File: src/rtl/pld_pkg.sv
package pld_pkg;

    localparam int BYTE_W = 8;
    localparam int ADDR_W = 2 * BYTE_W;

    typedef enum logic [3:0] {
        HI_PRESS,
        HI_RELEASE,
        LO_PRESS,
        LO_RELEASE,
        CNT_PRESS,
        CNT_RELEASE,
        DATA_PRESS,
        DATA_RELEASE,
        LAUNCH
    } ld_state_t;

endpackage

File: src/rtl/pld_sync.sv
module pld_sync #(
    parameter int WIDTH  = 1,
    parameter int STAGES = 2
) (
    input  logic             clk,
    input  logic             rst,
    input  logic [WIDTH-1:0] din,
    output logic [WIDTH-1:0] dout
);

    logic [WIDTH-1:0] chain [STAGES];

    generate
        for (genvar g = 0; g < STAGES; g++) begin : g_stage
            if (g == 0) begin : g_first
                always_ff @(posedge clk) begin
                    if (rst) chain[g] <= '0;
                    else     chain[g] <= din;
                end
            end else begin : g_next
                always_ff @(posedge clk) begin
                    if (rst) chain[g] <= '0;
                    else     chain[g] <= chain[g-1];
                end
            end
        end
    endgenerate

    assign dout = chain[STAGES-1];

endmodule

File: src/rtl/pld_debounce.sv
module pld_debounce #(
    parameter int DEB_CYCLES = 4
) (
    input  logic clk,
    input  logic rst,
    input  logic btn_in,
    output logic btn_level
);

    localparam int CNT_W = (DEB_CYCLES > 1) ? $clog2(DEB_CYCLES) : 1;
    localparam logic [CNT_W-1:0] CNT_LAST = CNT_W'(DEB_CYCLES - 1);

    logic [CNT_W-1:0] stable_cnt;
    logic             level_q;

    always_ff @(posedge clk) begin
        if (rst) begin
            level_q    <= 1'b0;
            stable_cnt <= '0;
        end else if (btn_in == level_q) begin
            stable_cnt <= '0;
        end else if (stable_cnt == CNT_LAST) begin
            level_q    <= btn_in;
            stable_cnt <= '0;
        end else begin
            stable_cnt <= stable_cnt + 1'b1;
        end
    end

    assign btn_level = level_q;

    AST_DB_QUALIFIED: assert property (@(posedge clk) disable iff (rst)
        (level_q != $past(level_q)) |-> ($past(btn_in) == level_q));

endmodule

File: src/rtl/pld_fsm.sv
module pld_fsm
    import pld_pkg::*;
(
    input  logic              clk,
    input  logic              rst,
    input  logic [BYTE_W-1:0] sw_byte,
    input  logic              btn_level,
    output logic [ADDR_W-1:0] ram_addr,
    output logic [BYTE_W-1:0] ram_wdata,
    output logic              ram_we,
    output logic              start,
    output logic [ADDR_W-1:0] start_addr
);

    ld_state_t         state, state_nx;
    logic [ADDR_W-1:0] base_addr;
    logic [ADDR_W-1:0] cur_addr;
    logic [BYTE_W-1:0] remain;

    // state register
    always_ff @(posedge clk) begin
        if (rst) state <= HI_PRESS;
        else     state <= state_nx;
    end

    // transitions
    always_comb begin
        state_nx = state;
        unique case (state)
            HI_PRESS:     if (btn_level)  state_nx = HI_RELEASE;
            HI_RELEASE:   if (!btn_level) state_nx = LO_PRESS;
            LO_PRESS:     if (btn_level)  state_nx = LO_RELEASE;
            LO_RELEASE:   if (!btn_level) state_nx = CNT_PRESS;
            CNT_PRESS:    if (btn_level)  state_nx = CNT_RELEASE;
            CNT_RELEASE:  if (!btn_level) state_nx = (remain == '0) ? LAUNCH : DATA_PRESS;
            DATA_PRESS:   if (btn_level)  state_nx = DATA_RELEASE;
            DATA_RELEASE: if (!btn_level) state_nx = (remain == '0) ? LAUNCH : DATA_PRESS;
            LAUNCH:                       state_nx = HI_PRESS;
            default:                      state_nx = HI_PRESS;
        endcase
    end

    // header and address datapath
    always_ff @(posedge clk) begin
        if (rst) begin
            base_addr <= '0;
            cur_addr  <= '0;
            remain    <= '0;
        end else if (btn_level) begin
            unique case (state)
                HI_PRESS: base_addr[ADDR_W-1:BYTE_W] <= sw_byte;
                LO_PRESS: begin
                    base_addr[BYTE_W-1:0] <= sw_byte;
                    cur_addr              <= {base_addr[ADDR_W-1:BYTE_W], sw_byte};
                end
                CNT_PRESS: remain <= sw_byte;
                DATA_PRESS: begin
                    cur_addr <= cur_addr + 1'b1;
                    remain   <= remain - 1'b1;
                end
                default: ;
            endcase
        end
    end

    // registered outputs
    always_ff @(posedge clk) begin
        if (rst) begin
            ram_we     <= 1'b0;
            ram_addr   <= '0;
            ram_wdata  <= '0;
            start      <= 1'b0;
            start_addr <= '0;
        end else begin
            ram_we <= (state == DATA_PRESS) && btn_level;
            start  <= (state == LAUNCH);
            if ((state == DATA_PRESS) && btn_level) begin
                ram_addr  <= cur_addr;
                ram_wdata <= sw_byte;
            end
            if (state == LAUNCH) start_addr <= base_addr;
        end
    end

    AST_RESET_CLEAR: assert property (@(posedge clk)
        rst |=> (state == HI_PRESS && remain == '0 && !ram_we && !start));
    AST_WE_SINGLE: assert property (@(posedge clk) disable iff (rst)
        ram_we |=> !ram_we);
    AST_WE_FROM_DATA: assert property (@(posedge clk) disable iff (rst)
        ram_we |-> ($past(state) == DATA_PRESS));
    AST_ADDR_STEP: assert property (@(posedge clk) disable iff (rst)
        (state == DATA_RELEASE && $past(state) == DATA_PRESS)
            |-> (cur_addr == $past(cur_addr) + 1'b1));
    AST_START_SINGLE: assert property (@(posedge clk) disable iff (rst)
        start |=> !start);
    AST_START_ADDR: assert property (@(posedge clk) disable iff (rst)
        start |-> (start_addr == base_addr && state == HI_PRESS));

endmodule

File: src/rtl/panel_loader.sv
module panel_loader
    import pld_pkg::*;
#(
    parameter int DEB_CYCLES  = 4,
    parameter int SYNC_STAGES = 2
) (
    input  logic        clk,
    input  logic        rst,
    input  logic [7:0]  sw_data,
    input  logic        load_btn,
    output logic [15:0] ram_addr,
    output logic [7:0]  ram_wdata,
    output logic        ram_we,
    output logic        start,
    output logic [15:0] start_addr
);

    logic [BYTE_W-1:0] sw_sync;
    logic              btn_sync;
    logic              btn_level;

    pld_sync #(.WIDTH(BYTE_W), .STAGES(SYNC_STAGES)) u_sw_sync (
        .clk  (clk),
        .rst  (rst),
        .din  (sw_data),
        .dout (sw_sync)
    );

    pld_sync #(.WIDTH(1), .STAGES(SYNC_STAGES)) u_btn_sync (
        .clk  (clk),
        .rst  (rst),
        .din  (load_btn),
        .dout (btn_sync)
    );

    pld_debounce #(.DEB_CYCLES(DEB_CYCLES)) u_debounce (
        .clk       (clk),
        .rst       (rst),
        .btn_in    (btn_sync),
        .btn_level (btn_level)
    );

    pld_fsm u_fsm (
        .clk        (clk),
        .rst        (rst),
        .sw_byte    (sw_sync),
        .btn_level  (btn_level),
        .ram_addr   (ram_addr),
        .ram_wdata  (ram_wdata),
        .ram_we     (ram_we),
        .start      (start),
        .start_addr (start_addr)
    );

endmodule

File: config.mk
export PLATFORM = sky130hd
export DESIGN_NAME = panel_loader
export DESIGN_NICKNAME = d
export VERILOG_FILES = /design/src/rtl/pld_pkg.sv /design/src/rtl/pld_sync.sv /design/src/rtl/pld_debounce.sv /design/src/rtl/pld_fsm.sv /design/src/rtl/panel_loader.sv
export SDC_FILE = /design/constraint.sdc
export NUM_CORES = 1
export LEC_CHECK = 0
export CAP_MARGIN = 40
export CORE_MARGIN = 5
export CORE_UTILIZATION = 25
export CTS_CLUSTER_SIZE = 14
export DETAILED_ROUTE_END_ITERATION = 12
export HOLD_SLACK_MARGIN = 0.12
export PLACE_DENSITY = 0.45
export REMOVE_ABC_BUFFERS = 1
export SLEW_MARGIN = 20
export SYNTH_ARGS = -nofsm -noshare
export SYNTH_HDL_FRONTEND = slang
export SYNTH_HIERARCHICAL = 1
export SYNTH_SLANG_ARGS = --single-unit
File: constraint.sdc
create_clock -name clk -period 2.86 [get_ports clk]
set_clock_uncertainty 0.2 [all_clocks]
set_input_delay 0.572 -clock clk [delete_from_list [all_inputs] [get_ports clk]]
set_output_delay 0.572 -clock clk [all_outputs]
set_load 0.02 [all_outputs]
==> results.yml <==
outcome:
  status: "complete, no violations"
min_path:
  min-delay-start: "u_sw_sync/chain[0][3]"
  hold_path_end: "u_sw_sync/chain[1][3]"
  hp-class: "register to register"
  worstHoldPathCells: 1
power_and_ir_drop:
  vdd_drop_max_uv: 270
  power_density_nw_per_um2: 509
  leakagePower_nw: 1.72
flow_run:
  maxCapViolations: 0
critical_path:
  worstPathCellList: "clkdlybuf4s50_1"
  path_delay_family: "buffers and inverters"
  r2r-start: "u_fsm/state[0]"
  cp-start-kind: "register"
  crit_buf_inv: 1
  endpoint_kind: "output port"
  worst-path-max-fanout: 2
  critPathSlowestCell: "clkdlybuf4s50_1"
  cpPeakStageDelay_ns: 0.64
  regToRegEndpoint: "u_fsm/cur_addr[15]"
  required_ns: 2.09
  rrSetupSlack_ns: 0.76
  critical_path_class: "register to output port"
  worstRegToRegCells: 4
  worstPathArrival_ns: 1.36
yosys:
  ys_ff_latch: 107
  synth_area_leader_cell: "dfxtp_1"
  synth.distinct_cells: 56
  synth_edf_count: 0
  netlist.area_leader.share: 0.494
  syn_area_um2: 4330
  netlist_instances: 502
  synth_xor_area_frac: 0.00202
  synth_top_family_by_area: "simple AND/OR/NAND/NOR gates"
  async_flop_share: 0
  ys.flop_type: "dfxtp_1"
  synth-simple-area-share: 0.285
  synth_compound_area_frac: 0.148
  synth_adder_area_share: 0.00866
  synthTopCellsByArea: "dfxtp_1 (49%), nand2_1 (9.8%), a21oi_1 (8.1%)"
  avgSynthCellArea_um2: 8.63
  muxShareOfSynthArea: 0.0208
  yosys_warnings: 6
  ys_seq_area_frac: 0.494
clock_network:
  htreeDepth: 3
  clock_latency_ns: 0.34
  root_buffer: "clkbuf_16"
  clkTransAtPathRegs_ns: 0.07
  cts_made_buffers: 9
  clock_path_buffers: 2
  cts_tree: "done"
  cts_hold_buf: 0
  clock_sinks: 107
  ctsResizeCount: 0
  postCtsSetupBuffers: 0
sta:
  min_period_ns: 2.13
  rsz0062_at_grt: "false"
  slew_headroom: 0.542
  hold_viol: 0
  worstMarginPinSlew_ns: 0.682
  hold_slack_ns: 0.239
  setup_viol_count_final: 0
  drv_slew: 0
  min_period_over_period: 0.745
  fmax_mhz: 469
cells_and_area:
  n_antenna_cell: 0
  multi_input_area_um2: 2020
  fin_area_um2: 5320
  layout-drive-gt1-share: 0.0842
  regArea_um2: 2140
  final_net_count: 556
  areaGrowthSynthToFinish_pct: 22.7
  fillCellCount: 1884
floorplan:
  die_h_um: 142
  die_area_um2: 20100
  io_pins: 53
  core_area_um2: 17200
  row_count: 48
  start_util: 0.252
  die-width_um: 142
grt:
  overflow: 0
  grt_pass1_wl_um: 18300
  grt_usage: 0.114
  grt_max_degree: 36
  grt_pass1_vias: 3483
  antenna_found_initial: 0
detailed_routing:
  vias: 3594
  viasPerCell: 4.66
  wl_per_cell_um: 14.3
  route.detailed.drc: 0
  ant_nets: 0
  wirelength_um: 11000
  first_pass_iters: 6
  first_iter_violations: 183
placed_design:
  io_buffers: 52
  gp_routability_congestion: 0.791
  postPlaceCellArea_um2: 5050
  place.detailed.hpwl_um: 7450
==> layout by cell type, fill, tap and decap left out, types with 2 or more instances in the layout <==
master,netlist,layout
nand2_1,113,113
dfxtp_1,107,107
a21oi_1,70,70
clkdlybuf4s50_1,0,51
nor2_1,19,19
nand3_1,17,17
o21ai_0,13,13
buf_4,1,12
clkbuf_16,0,9
mux2i_1,9,9
nor3b_1,9,9
nor2b_1,7,7
nand4_1,7,7
a31oi_1,7,7
nor2b_2,7,7
nor3_1,6,6
or3_1,6,6
and2b_2,6,6
nand2b_1,5,5
and2_1,5,5
clkbuf_1,14,3
nor4_1,3,3
ha_1,3,3
inv_1,3,3
nand4b_1,3,3
and3_1,3,3
o211ai_1,3,3
a21o_1,3,3
a311oi_1,3,3
nor4b_2,2,2
or4_1,2,2
and4_1,2,2
o22ai_1,2,2
==> flip-flops by register name, summed over array words and instances (netlist names) <==
register / flops
u_fsm/start_addr: 16
u_sw_sync/chain: 16
u_btn_sync/chain: 2
u_fsm/ram_we: 1
u_fsm/ram_addr: 16
u_fsm/remain: 8
u_debounce/stable_cnt: 2
u_debounce/btn_level: 1
u_fsm/ram_wdata: 8
u_fsm/base_addr: 16
u_fsm/state: 4
u_fsm/cur_addr: 16
u_fsm/start: 1
==> per-layer routing <==
layer	vias up	share of wire	track usage
li1	1819	-	-
met5	-	0	0
met2	72	0.43	0.170
met1	1689	0.49	0.159
met3	14	0.059	0.0327
met4	0	0.017	0.0359
==> synthesized netlist by cell type, types with 6 or more instances <==
library cell	count
nor2b_1	7
a31oi_1	7
dfxtp_1	107
o21ai_0	13
or3_1	6
nor2_1	19
nor2b_2	7
nor3b_1	9
clkbuf_1	14
mux2i_1	9
buf_2	16
nand4_1	7
nor3_1	6
nand3_1	17
nand2_1	113
and2b_2	6
a21oi_1	70
==> power by group <==
part / leakage (nW) / switching [mW] / internal, mW
combinational: 0.731 / 0.0333 / 0.0265
sequential: 0.865 / 0.0124 / 1.50
clock: 0.126 / 0.525 / 0.610
==> per-stage QoR <==
step / setup TNS [ns] / instances / util / setup slack [ns] / total power, mW
6_report: 0 / 771 / 0.310 / 0.730 / 2.71
3_5_place_dp: 0 / 756 / 0.294 / 0.774 / 1.61
5_1_grt: 0 / 771 / 0.310 / 0.657 / 2.84
3_3_place_gp: 0 / 756 / 0.294 / 0.802 / 1.61
2_1_floorplan: -0.00160 / 468 / - / -0.00160 / 1.56
4_1_cts: 0 / 771 / 0.310 / 0.685 / 2.77
==> how the worst max path moves through the flow <==
| stage | endpoint | slack, ns | from | cells past startpoint |
|---|---|---|---|---|
| after global routing | u_fsm/remain[5] | 0.66 | u_fsm/state[1] | 5 |
| after CTS | ram_wdata[6] | 0.69 | u_fsm/ram_wdata[6] | 1 |
| after global placement | u_fsm/cur_addr[15] | 0.80 | u_fsm/state[0] | 4 |
| final | ram_wdata[6] | 0.73 | u_fsm/ram_wdata[6] | 1 |
| after floorplan | u_fsm/cur_addr[6] | -0.002 | u_fsm/state[2] | 4 |
| after detailed placement | u_fsm/cur_addr[15] | 0.77 | u_fsm/state[0] | 4 |
==> final cells by class <==
class	count	share of cell area
timing repair buffer	63	0.113
sequential	107	0.403
tap	225	0.0529
clock inverter	2	0.00235
inverter	3	0.00212
multi-input combinational	358	0.380
clock buffer	13	0.0471
==> cell families after synthesis <==
| group | count (synthesis) |
|---|---|
| and+or+nand+nor | 233 |
| buffers and inverters | 37 |
| DFF | 107 |
| AOI/OAI and AO/OA | 112 |
| xor gates and xnor gates | 1 |
| muxes | 9 |
| adders and majority gates | 3 |
No activity file was read; power rests on OpenSTA's default activity.
